**src/rtl/hdlc_rxbd_pkg.sv**
```systemverilog
package hdlc_rxbd_pkg;
   typedef struct packed {
      logic first;
      logic last;
      logic lg;
      logic odd;
      logic ab;
   } bd_stat_t;
   localparam int STAT_W = $bits(bd_stat_t);
endpackage

```
**src/rtl/hdlc_rxbd_abort.sv**
```systemverilog
module hdlc_rxbd_abort #(
   parameter int RUN = 7
) (
   input  logic clk,
   input  logic rst_n,
   input  logic bit_valid,
   input  logic bit_val,
   output logic abort_o
);
   localparam int CW = $clog2(RUN + 1);

   if (RUN < 2) begin : g_bad_run
      $error("abort run length must be at least 2");
   end

   logic [CW-1:0] run_q;

   always_ff @(posedge clk) begin
      if (!rst_n) begin
         run_q <= '0;
      end else if (bit_valid) begin
         if (!bit_val)
            run_q <= '0;
         else if (run_q != CW'(RUN))
            run_q <= run_q + 1'b1;
      end
   end

   assign abort_o = bit_valid && bit_val && (run_q == CW'(RUN - 1));


   abort_single_chk: assert property (@(posedge clk) disable iff (!rst_n)
      abort_o |=> !abort_o);
endmodule

```
**src/rtl/hdlc_rxbd_ring.sv**
```systemverilog
module hdlc_rxbd_ring
   import hdlc_rxbd_pkg::*;
#(
   parameter int NBD   = 8,
   parameter int LEN_W = 12,
   parameter int IDX_W = 3
) (
   input  logic             clk,
   input  logic             rst_n,
   input  logic             sw_we,
   input  logic [IDX_W-1:0] sw_idx,
   input  logic             sw_wrap,
   input  logic             sw_intr,
   input  logic             cl_en,
   input  logic [IDX_W-1:0] cl_idx,
   input  bd_stat_t         cl_stat,
   input  logic [LEN_W-1:0] cl_len,
   input  logic [IDX_W-1:0] rd_idx,
   output logic             rd_ready,
   output bd_stat_t         rd_stat,
   output logic [LEN_W-1:0] rd_len,
   output logic [NBD-1:0]   ready_vec,
   output logic [NBD-1:0]   wrap_vec,
   output logic [NBD-1:0]   intr_vec
);
   if (NBD < 1 || NBD > 8) begin : g_bad_nbd
      $error("descriptor ring must hold 1 to 8 entries");
   end

   bd_stat_t         stat_w [NBD];
   logic [LEN_W-1:0] len_w  [NBD];

   for (genvar g = 0; g < NBD; g++) begin : g_bd
      logic             rdy_r, wrp_r, irq_r;
      bd_stat_t         st_r;
      logic [LEN_W-1:0] ln_r;

      always_ff @(posedge clk) begin
         if (!rst_n) begin
            rdy_r <= 1'b0;
            wrp_r <= 1'b0;
            irq_r <= 1'b0;
            st_r  <= '0;
            ln_r  <= '0;
         end else if (cl_en && cl_idx == IDX_W'(g)) begin
            rdy_r <= 1'b0;
            st_r  <= cl_stat;
            ln_r  <= cl_len;
         end else if (sw_we && sw_idx == IDX_W'(g)) begin
            rdy_r <= 1'b1;
            wrp_r <= sw_wrap;
            irq_r <= sw_intr;
            st_r  <= '0;
            ln_r  <= '0;
         end
      end

      assign ready_vec[g] = rdy_r;
      assign wrap_vec[g]  = wrp_r;
      assign intr_vec[g]  = irq_r;
      assign stat_w[g]    = st_r;
      assign len_w[g]     = ln_r;
   end

   assign rd_ready = ready_vec[rd_idx];
   assign rd_stat  = stat_w[rd_idx];
   assign rd_len   = len_w[rd_idx];


   close_clears_ready_chk: assert property (@(posedge clk) disable iff (!rst_n)
      cl_en |=> !ready_vec[$past(cl_idx)]);


   arm_sets_ready_chk: assert property (@(posedge clk) disable iff (!rst_n)
      (sw_we && !(cl_en && cl_idx == sw_idx)) |=> ready_vec[$past(sw_idx)]);
endmodule

```
**src/rtl/hdlc_rxbd_frame.sv**
```systemverilog
module hdlc_rxbd_frame
   import hdlc_rxbd_pkg::*;
#(
   parameter int NBD    = 8,
   parameter int IDX_W  = 3,
   parameter int BUF_AW = 4,
   parameter int LEN_W  = 12
) (
   input  logic                    clk,
   input  logic                    rst_n,
   input  logic                    oct_valid,
   input  logic [7:0]              oct_data,
   input  logic                    flag_close,
   input  logic [2:0]              tail_bits,
   input  logic                    abort_hit,
   input  logic [LEN_W-1:0]        max_len,
   input  logic [BUF_AW:0]         buf_size,
   input  logic [NBD-1:0]          ready_vec,
   input  logic [NBD-1:0]          wrap_vec,
   input  logic [NBD-1:0]          intr_vec,
   output logic                    cl_en,
   output logic [IDX_W-1:0]        cl_idx,
   output bd_stat_t                cl_stat,
   output logic [LEN_W-1:0]        cl_len,
   output logic                    wr_en,
   output logic [IDX_W+BUF_AW-1:0] wr_addr,
   output logic [7:0]              wr_data,
   output logic                    ev_frame,
   output logic                    ev_buf,
   output logic                    ev_busy
);
   localparam logic [LEN_W-1:0] CNT_MAX = '1;

   if (LEN_W < BUF_AW + 1) begin : g_bad_len
      $error("length field narrower than buffer size");
   end

   logic                 in_frame_q, disc_q, firstp_q;
   logic [IDX_W-1:0]     cur_q;
   logic [BUF_AW:0]      bcnt_q;
   logic [LEN_W-1:0]     fcnt_q;

   logic                 in_frame_n, disc_n, firstp_n;
   logic [IDX_W-1:0]     cur_n, idx_w;
   logic [BUF_AW:0]      bcnt_n, bc, bc_l;
   logic [LEN_W-1:0]     fcnt_n, fc;
   logic                 fp, dsc;
   logic                 we_d, evf_d, evb_d, evy_d;
   logic [IDX_W+BUF_AW-1:0] addr_d;

   logic [IDX_W-1:0] nxt_of [NBD];
   for (genvar g = 0; g < NBD; g++) begin : g_nxt
      if (g == NBD - 1) begin : g_top
         assign nxt_of[g] = '0;
      end else begin : g_mid
         assign nxt_of[g] = wrap_vec[g] ? '0 : IDX_W'(g + 1);
      end
   end

   always_comb begin
      in_frame_n = in_frame_q;
      disc_n     = disc_q;
      firstp_n   = firstp_q;
      cur_n      = cur_q;
      bcnt_n     = bcnt_q;
      fcnt_n     = fcnt_q;
      cl_en      = 1'b0;
      cl_idx     = cur_q;
      cl_stat    = '0;
      cl_len     = fcnt_q;
      we_d       = 1'b0;
      addr_d     = '0;
      evf_d      = 1'b0;
      evb_d      = 1'b0;
      evy_d      = 1'b0;
      fc         = in_frame_q ? fcnt_q : '0;
      bc         = in_frame_q ? bcnt_q : '0;
      fp         = in_frame_q ? firstp_q : 1'b1;
      dsc        = in_frame_q && disc_q;
      bc_l       = bc;
      idx_w      = cur_q;

      if (abort_hit && in_frame_q) begin
         if (!disc_q) begin
            cl_en         = 1'b1;
            cl_stat.first = firstp_q;
            cl_stat.last  = 1'b1;
            cl_stat.lg    = fcnt_q > max_len;
            cl_stat.ab    = 1'b1;
            evb_d         = intr_vec[cur_q];
            cur_n         = nxt_of[cur_q];
         end
         in_frame_n = 1'b0;
         disc_n     = 1'b0;
      end else if (flag_close && in_frame_q) begin
         if (!disc_q) begin
            cl_en         = 1'b1;
            cl_stat.first = firstp_q;
            cl_stat.last  = 1'b1;
            cl_stat.lg    = fcnt_q > max_len;
            cl_stat.odd   = tail_bits != 3'd0;
            evf_d         = 1'b1;
            cur_n         = nxt_of[cur_q];
         end
         in_frame_n = 1'b0;
         disc_n     = 1'b0;
      end else if (oct_valid && !flag_close) begin
         in_frame_n = 1'b1;
         fcnt_n     = fc;
         bcnt_n     = bc;
         firstp_n   = fp;
         disc_n     = dsc;
         if (!dsc) begin
            fcnt_n = (fc == CNT_MAX) ? fc : fc + 1'b1;
            if (fc < max_len) begin
               if (bc == buf_size) begin
                  cl_en         = 1'b1;
                  cl_stat.first = fp;
                  cl_len        = LEN_W'(buf_size);
                  evb_d         = intr_vec[cur_q];
                  idx_w         = nxt_of[cur_q];
                  bc_l          = '0;
                  firstp_n      = 1'b0;
               end
               cur_n = idx_w;
               if (ready_vec[idx_w]) begin
                  we_d   = 1'b1;
                  addr_d = {idx_w, bc_l[BUF_AW-1:0]};
                  bcnt_n = bc_l + 1'b1;
               end else begin
                  evy_d  = 1'b1;
                  disc_n = 1'b1;
                  bcnt_n = bc_l;
               end
            end
         end
      end
   end

   always_ff @(posedge clk) begin
      if (!rst_n) begin
         in_frame_q <= 1'b0;
         disc_q     <= 1'b0;
         firstp_q   <= 1'b0;
         cur_q      <= '0;
         bcnt_q     <= '0;
         fcnt_q     <= '0;
         wr_en      <= 1'b0;
         wr_addr    <= '0;
         wr_data    <= '0;
         ev_frame   <= 1'b0;
         ev_buf     <= 1'b0;
         ev_busy    <= 1'b0;
      end else begin
         in_frame_q <= in_frame_n;
         disc_q     <= disc_n;
         firstp_q   <= firstp_n;
         cur_q      <= cur_n;
         bcnt_q     <= bcnt_n;
         fcnt_q     <= fcnt_n;
         wr_en      <= we_d;
         wr_addr    <= addr_d;
         wr_data    <= oct_data;
         ev_frame   <= evf_d;
         ev_buf     <= evb_d;
         ev_busy    <= evy_d;
      end
   end


   store_bound_chk: assert property (@(posedge clk) disable iff (!rst_n)
      wr_en |-> (fcnt_q <= max_len));


   busy_discard_chk: assert property (@(posedge clk) disable iff (!rst_n)
      ev_busy |-> (disc_q && !wr_en));


   event_excl_chk: assert property (@(posedge clk) disable iff (!rst_n)
      $onehot0({ev_frame, ev_busy}));


   frame_event_last_chk: assert property (@(posedge clk) disable iff (!rst_n)
      (cl_en && cl_stat.last && !cl_stat.ab) |=> ev_frame);
endmodule

```
**src/rtl/hdlc_rxbd_engine.sv**
```systemverilog
module hdlc_rxbd_engine
   import hdlc_rxbd_pkg::*;
#(
   parameter int  NBD       = 8,
   parameter int  BUF_AW    = 4,
   parameter int  LEN_W     = 12,
   parameter int  ABORT_RUN = 7,
   localparam int IDX_W     = (NBD > 1) ? $clog2(NBD) : 1
) (
   input  logic                    clk,
   input  logic                    rst_n,
   input  logic                    bd_we,
   input  logic [IDX_W-1:0]        bd_widx,
   input  logic                    bd_wrap,
   input  logic                    bd_intr,
   input  logic [IDX_W-1:0]        bd_ridx,
   output logic                    bd_rready,
   output logic [STAT_W-1:0]       bd_rstat,
   output logic [LEN_W-1:0]        bd_rlen,
   input  logic [LEN_W-1:0]        max_len,
   input  logic [BUF_AW:0]         buf_size,
   input  logic                    oct_valid,
   input  logic [7:0]              oct_data,
   input  logic                    flag_close,
   input  logic [2:0]              tail_bits,
   input  logic                    line_valid,
   input  logic                    line_bit,
   output logic                    wr_en,
   output logic [IDX_W+BUF_AW-1:0] wr_addr,
   output logic [7:0]              wr_data,
   output logic                    ev_frame,
   output logic                    ev_buf,
   output logic                    ev_busy
);
   logic             abort_p;
   logic             cl_en;
   logic [IDX_W-1:0] cl_idx;
   bd_stat_t         cl_stat, rd_stat;
   logic [LEN_W-1:0] cl_len;
   logic [NBD-1:0]   ready_vec, wrap_vec, intr_vec;

   hdlc_rxbd_abort #(.RUN(ABORT_RUN)) abort_i (
      .clk(clk), .rst_n(rst_n), .bit_valid(line_valid), .bit_val(line_bit),
      .abort_o(abort_p));

   hdlc_rxbd_ring #(.NBD(NBD), .LEN_W(LEN_W), .IDX_W(IDX_W)) ring_i (
      .clk(clk), .rst_n(rst_n),
      .sw_we(bd_we), .sw_idx(bd_widx), .sw_wrap(bd_wrap), .sw_intr(bd_intr),
      .cl_en(cl_en), .cl_idx(cl_idx), .cl_stat(cl_stat), .cl_len(cl_len),
      .rd_idx(bd_ridx), .rd_ready(bd_rready), .rd_stat(rd_stat), .rd_len(bd_rlen),
      .ready_vec(ready_vec), .wrap_vec(wrap_vec), .intr_vec(intr_vec));

   hdlc_rxbd_frame #(.NBD(NBD), .IDX_W(IDX_W), .BUF_AW(BUF_AW), .LEN_W(LEN_W)) frame_i (
      .clk(clk), .rst_n(rst_n),
      .oct_valid(oct_valid), .oct_data(oct_data), .flag_close(flag_close),
      .tail_bits(tail_bits), .abort_hit(abort_p),
      .max_len(max_len), .buf_size(buf_size),
      .ready_vec(ready_vec), .wrap_vec(wrap_vec), .intr_vec(intr_vec),
      .cl_en(cl_en), .cl_idx(cl_idx), .cl_stat(cl_stat), .cl_len(cl_len),
      .wr_en(wr_en), .wr_addr(wr_addr), .wr_data(wr_data),
      .ev_frame(ev_frame), .ev_buf(ev_buf), .ev_busy(ev_busy));

   assign bd_rstat = rd_stat;
endmodule

```
**config.mk**
```make
export PLATFORM = sky130hd
export DESIGN_NAME = hdlc_rxbd_engine
export DESIGN_NICKNAME = d
export VERILOG_FILES = /design/src/rtl/hdlc_rxbd_pkg.sv /design/src/rtl/hdlc_rxbd_abort.sv /design/src/rtl/hdlc_rxbd_ring.sv /design/src/rtl/hdlc_rxbd_frame.sv /design/src/rtl/hdlc_rxbd_engine.sv
export SDC_FILE = /design/constraint.sdc
export NUM_CORES = 1
export LEC_CHECK = 0
export CAP_MARGIN = 15
export CORE_ASPECT_RATIO = 1.4
export CORE_MARGIN = 1
export CORE_UTILIZATION = 53
export CTS_BUF_LIST = sky130_fd_sc_hd__clkbuf_16
export CTS_CLUSTER_DIAMETER = 200
export DETAILED_ROUTE_END_ITERATION = 8
export PLACE_DENSITY = 0.74
export SYNTH_ARGS = -nofsm -noshare
export SYNTH_HDL_FRONTEND = slang
export SYNTH_SLANG_ARGS = --single-unit
```
**constraint.sdc**
```tcl
create_clock -name clk -period 3.3 [get_ports clk]
set_input_delay 0.66 -clock clk [delete_from_list [all_inputs] [get_ports clk]]
set_output_delay 0.66 -clock clk [all_outputs]
set_load 0.05 [all_outputs]
```
Word-level counts from Yosys, hierarchy flattened
Cells that the tools add are included.
{ "classes": {"add_sub_neg": 3, "n_lt_le_gt_ge": 7, "eq_ne": 20, "n_mux": 120, "n_bitwise": 16, "reduce_logical": 60} }
{ "op_table": {"columns": ["cell", "n"], "rows": [
  ["12-bit two-way mux", 27],
  ["5-bit two-way mux", 28],
  ["3-bit two-way mux", 23],
  ["12-bit binary-select mux with 3-bit select", 1],
  ["1-bit two-way mux", 33],
  ["3-bit equality test (second input constant)", 9],
  ["1-bit logical AND", 22],
  ["2-bit AND reduction", 9],
  ["2-bit nonzero test", 8],
  ["2-bit OR reduction", 8],
  ["5-bit binary-select mux with 3-bit select", 1],
  ["1-bit inverter", 14],
  ["12-bit by 1-bit adder with 12-bit output (second input constant)", 1],
  ["12-bit equality test (second input constant)", 1],
  ["3-bit by 2-bit equality test with 1-bit output (second input constant)", 4],
  ["12-bit greater-than comparator", 1],
  ["12-bit less-than comparator", 1],
  ["3-bit by 4-bit less-than comparator with 1-bit output (second input constant)", 3],
  ["1-bit binary-select mux with 3-bit select", 3],
  ["3-bit binary-select mux with 3-bit select", 1],
  ["3-bit nonzero test", 3],
  ["4-bit greater-or-equal comparator (second input constant)", 2],
  ["3-bit inverter with 4-bit output", 2],
  ["7-bit OR reduction", 1],
  ["14 further kinds", 20]
]} }
{ "word_totals": {"regBits": 204, "in_bits": 43, "output_inout_bits": 37, "word_cells": 310} }

Depth between registers and ports, before layout
{ "depth": {"word_depth": 15, "ltp_mapped": 16, "mapped_depth_nobuf": 12} }

Cells and area by module
A second synthesis with hierarchy kept.
{ "unflattened": {"hier_cells": 1055, "hier_area_um2": 9888.2} }
{ "modules_own_cells": {"columns": ["mod", "n_inst", "cells_each", "area_each_um2", "seq_area_each_um2"], "rows": [
  ["hdlc_rxbd_ring", 1, 671, 6700.2, 3203.1],
  ["hdlc_rxbd_frame", 1, 365, 3009.1, 840.8],
  ["hdlc_rxbd_abort", 1, 19, 178.9, 60.1]
]} }

Worst setup path after synthesis
OpenSTA, ideal clock, no wires.
{ "synth_path": {"path_type": "flip-flop to flip-flop", "from": "reg frame_i.in_frame_q", "to": "reg ring_i.g_bd[7].ln_r[6]", "arrival_time_ns": 3.441, "required_time_ns": 3.185, "slack_ns": -0.255, "stages_incl_launch_ff": 15, "cell_sequence": "dfxtp_1 buf_6 clkbuf_1 clkbuf_1 and2_1 ha_1 a21o_1 a211o_1 a221oi_2 o211ai_2 o31ai_4 nand4_4 buf_6 and3_1 o21a_1"} }
{ "synth_between": {"elab_chain_cells": 10, "word_cells_on_any_way": 22, "cone_classes": "order compare (1); eq/ne (1); mux (15); reduce/logical (5)"} }
{ "synth_rtl": {"columns": ["element", "line_no", "rtl"], "rows": [
  ["from (decl)", "hdlc_rxbd_frame.sv:38", "logic in_frame_q, disc_q, firstp_q;"],
  ["from (signal assigned)", "hdlc_rxbd_frame.sv:155", "in_frame_q <= in_frame_n;"],
  ["branches (longest 10 deep; another with 12-bit less-than comparator)", null, null],
  ["to (signal assigned)", "hdlc_rxbd_ring.sv:48", "ln_r <= cl_len;"],
  ["to (decl)", "hdlc_rxbd_ring.sv:36", "logic [LEN_W-1:0] ln_r;"]
]} }
Parallel ways; which one is timed is not known.
A chain may end at the register's enable or synchronous reset.

Worst setup path after layout
{ "layout_path": {"from": "in max_len[11]", "to": "reg ring_i.g_bd[5].st_r[3] in the netlist's numbering"} }
{ "layout_between": {"elab_chain_cells": 8, "word_cells_on_any_way": 9, "cone_classes": "order compare (1); mux (6); reduce/logical (2)"} }
{ "layout_rtl": {"columns": ["element", "line_no", "rtl"], "rows": [
  ["from (decl)", "hdlc_rxbd_engine.sv:20", "input logic [LEN_W-1:0] max_len,"],
  ["12-bit less-than comparator (*)", "hdlc_rxbd_frame.sv:115", "if (fc < max_len) begin"],
  ["1-bit two-way mux (*)", "hdlc_rxbd_frame.sv:115", null],
  ["1-bit two-way mux (*)", "hdlc_rxbd_frame.sv:113", "if (!dsc) begin"],
  ["1-bit two-way mux (*)", "hdlc_rxbd_frame.sv:107", "end else if (oct_valid && !flag_close) begin"],
  ["1-bit two-way mux (*)", "hdlc_rxbd_frame.sv:95", "end else if (flag_close && in_frame_q) begin"],
  ["1-bit two-way mux (*)", "hdlc_rxbd_frame.sv:83", "if (abort_hit && in_frame_q) begin"],
  ["1-bit logical AND (*)", "hdlc_rxbd_ring.sv:45", "end else if (cl_en && cl_idx == IDX_W'(g)) begin"],
  ["5-bit two-way mux / 2-bit nonzero test (equally long branches)", null, null],
  ["to (signal assigned)", "hdlc_rxbd_ring.sv:47", "st_r <= cl_stat;"],
  ["to (decl)", "hdlc_rxbd_ring.sv:35", "bd_stat_t st_r;"]
]} }
Every way passes the cells marked *; elsewhere a longest branch is shown, timed or not.

==> impl_metrics.yaml <==
status:
  status: "complete, no violations"
worst_setup_path:
  critPathCaptureType: "flip-flop"
  cpPeakStageDelay_ps: 480
  path_cells: "clkdlybuf4s50_1 > inv_1 > ha_1 > and4_4 > o211ai_1 > nor3_1 > a221oi_2 > o211a_1 > a21boi_4 > or3b_4 > clkbuf_16 > and3_1 > o21a_1"
  timing.critical_path.from_type: "primary input"
  crit_type: "primary input to flip-flop"
  crit_fanout: 5
  cp.required_ps: 3690
  slowest_stage: "or3b_4"
  cp.arrival_ps: 3610
die:
  die-area_um2: 20280
  start_util_pct: 54.13
  die-height_um: 168.1
  io_pins: 80
  core-area_um2: 19290
  fp-row-count: 60
  die_width_um: 120.6
job:
  drv_cap: 0
placed_design:
  pre_cts_ws_ps: -435.6
  gp_congestion: 0.9492
  port_buffers: 79
  dp_hpwl_mm: 19.37
global_route:
  use_met3_pct: 3.286
  grt_busiest_layer: "met2"
  grt_overflow: 0
  grt_use_met1_pct: 34.64
  antenna_found_initial: 0
  grt_pass1_vias: 9113
  grt_pass1_wl_mm: 46.92
  grt_usage_pct: 29.08
  grt_max_degree: 71
  met2_usage_pct: 52.12
power:
  p_leak_nw: 5.304
  power_density_nw_per_um2: 393.5
  ir_drop_mv: 0.3144
final_layout:
  final_nets: 1370
  syn_to_final_growth_pct: 23.82
  final_layout_size_suffix_gt1_share_pct: 19.25
  diodes: 0
timing:
  finalCritPeriodShare_pct: 97.65
  relSlewSlack_pct: 51.59
  totalNegativeSetupSlack_ps: 0
  setup_violations: 0
  finalWorstSetupSlack_ps: 77.60
  fmax_mhz: 310.3
  finalHoldViolCount: 0
  drv_slew: 0
  whs_ps: 458.7
  fin_crit_ps: 3222
  fin_skew_ps: 20.13
  tightest_slew_ps: 726.2
synth:
  synth_edf_count: 0
  syn-instance-count: 1163
  synth_nets: 1232
  synthDistinctLibCells: 67
  ys_seq_elements: 204
  yosysSeqAreaShare_pct: 39.10
  avgSynthCellArea_um2: 8.980
  async_reset_ff_share_pct: 0
  yosys.area.top_type: "dfxtp_1"
  synth_area_um2: 10440
  ys_warn_count: 0
  synth_area_leaders: "dfxtp_1 39%, mux4_2 8.2%, o21a_1 5.8%"
  synth_top_flop_cell: "dfxtp_1"
  synth_top_area_share_pct: 39.10
detailed_routing:
  drt_iter0_drc: 765
  ant_nets: 0
  route.detailed.drc: 0
  via_per_inst: 5.977
  wirelength_mm: 29.50
  vias: 9336
  wl_per_cell_um: 18.89
  dr.pass1.iters: 7
clocking:
  h-tree-depth: 1
  path_clk_slew_ps: 60
  numCtsBuffers: 20
  clk_latency_ps: 500
  cts_tree: "yes"
  ctsLongestPathBuffers: 3
  clockRootBuffer: "clkbuf_16"
  cts_sinks: 204
hold_path:
  hold_class: "flip-flop to flip-flop"
per-stage QoR:
stage | cell area [um2] | utilization [%] | instances | power (mW)
4_1_cts | 12780 | 66.25 | 1556 | 5.106
6_report | 12930 | 67.02 | 1562 | 5.089
2_1_floorplan | 10470 | - | 1163 | 2.768
3_5_place_dp | 12170 | 63.07 | 1521 | 2.960
3_3_place_gp | 12170 | 63.07 | 1521 | 2.955
5_1_grt | 12930 | 67.02 | 1562 | 5.258
flip-flops by register name, summed over array words and instances (netlist names):
name                cells
ring_i.g_bd.ln_r       96
ring_i.g_bd.st_r       40
frame_i.fcnt_q         12
frame_i.wr_data         8
ring_i.g_bd.irq_r       8
ring_i.g_bd.rdy_r       8
frame_i.wr_addr         7
ring_i.g_bd.wrp_r       7
frame_i.bcnt_q          5
abort_i.run_q           3
frame_i.cl_idx          3
frame_i.disc_q          1
frame_i.ev_buf          1
frame_i.ev_busy         1
frame_i.ev_frame        1
frame_i.firstp_q        1
frame_i.in_frame_q      1
frame_i.wr_en           1
worst paths after layout:
kind / from / endpoint / slack (ps) / cells past startpoint
max: max_len[11] / ring_i.g_bd[5].st_r[3] / 80 / 13
min reg2reg: ring_i.g_bd[3].irq_r / ring_i.g_bd[3].irq_r / 460 / 2
max reg2reg: frame_i.in_frame_q / ring_i.g_bd[5].st_r[3] / 140 / 14
min: ring_i.g_bd[3].irq_r / ring_i.g_bd[3].irq_r / 460 / 2
cells in the final DEF (no fill, tap or decap), types with 6 or more instances in the layout:
cell type | netlist | layout
and3_1 | 88 | 88
nand2_1 | 79 | 79
mux4_2 | 38 | 38
or2_0 | 38 | 38
mux2_2 | 19 | 19
xor2_1 | 6 | 6
nor3_1 | 11 | 11
o21a_1 | 81 | 81
ha_1 | 26 | 26
buf_12 | 0 | 13
a21oi_1 | 77 | 77
clkbuf_16 | 0 | 24
nor2b_1 | 10 | 9
nand3_1 | 69 | 69
o21ai_0 | 14 | 13
nor2_1 | 121 | 121
or2_1 | 8 | 8
dfxtp_1 | 204 | 203
and2_1 | 23 | 23
mux2i_1 | 21 | 20
clkdlybuf4s50_1 | 0 | 57
nand4_1 | 8 | 8
xnor2_1 | 7 | 7
nand2b_1 | 14 | 14
a21o_1 | 9 | 9
a22oi_1 | 8 | 8
inv_1 | 17 | 19
buf_4 | 0 | 122
or3_1 | 8 | 8
routing by layer:
metal / wire, um / vias to the layer above
met5: 0 / -
met4: 1085 / 0
met3: 1674 / 72
met2: 15030 / 340
met1: 11710 / 4505
li1: - / 4419
final cells by class:
class / count / area, um2
Fill cell: 1540 / 6362
Multi-Input combinational cell: 857 / 5988
Sequential cell: 204 / 4085
Timing Repair Buffer: 200 / 1867
Clock buffer: 21 / 525.5
Tap cell: 248 / 310.3
Clock inverter: 14 / 87.58
Inverter: 18 / 67.56
synth_stat cells (4+ instances only):
library cell  number
a211oi_1           4
a21o_1             9
a21oi_1           77
a22oi_1            8
and2_1            23
and3_1            88
buf_1              5
buf_2              8
clkbuf_1          68
dfxtp_1          204
ha_1              26
inv_1             17
mux2_2            19
mux2i_1           21
mux4_2            38
nand2_1           79
nand2b_1          14
nand3_1           69
nand4_1            8
nor2_1           121
nor2b_1           10
nor3_1            11
nor4_1             5
o211ai_1           4
o21a_1            81
o21ai_0           14
o22ai_1            5
or2_0             38
or2_1              8
or2_2              5
or3_1              8
xnor2_1            7
xor2_1             6
logic make-up after synthesis:
logic type,count (synthesis),synth area share (%)
multiplexers,78,12.26
AND/OR/NAND/NOR,500,24.80
buffers and inverters,102,3.977
flip-flops,204,39.10
AO/OA/AOI/OAI,240,15.66
XOR/XNOR,13,1.090
adder cells (fa/ha/maj),26,3.115
critical path: cells and delay by family:
family / cells / cell delay (ps)
fa+ha+maj: 1 / 320
buf+inv: 3 / 690
simple gates: 4 / 940
compound gates: 5 / 990
report_power, final:
group,total (mW),switching (mW),internal (mW)
clock,2.18,0.951,1.23
combinational,0.416,0.236,0.180
sequential,2.50,0.0167,2.48
timing repair:
item                                    in CTS  in global routing
endpoints found under the setup margin       0                109
hold buffers                                 0                  0
gates resized for setup                      0                 15
hold endpoints to repair                     0                  0
buffers inserted                             0                  2
Power figures use the tool's default switching activity.
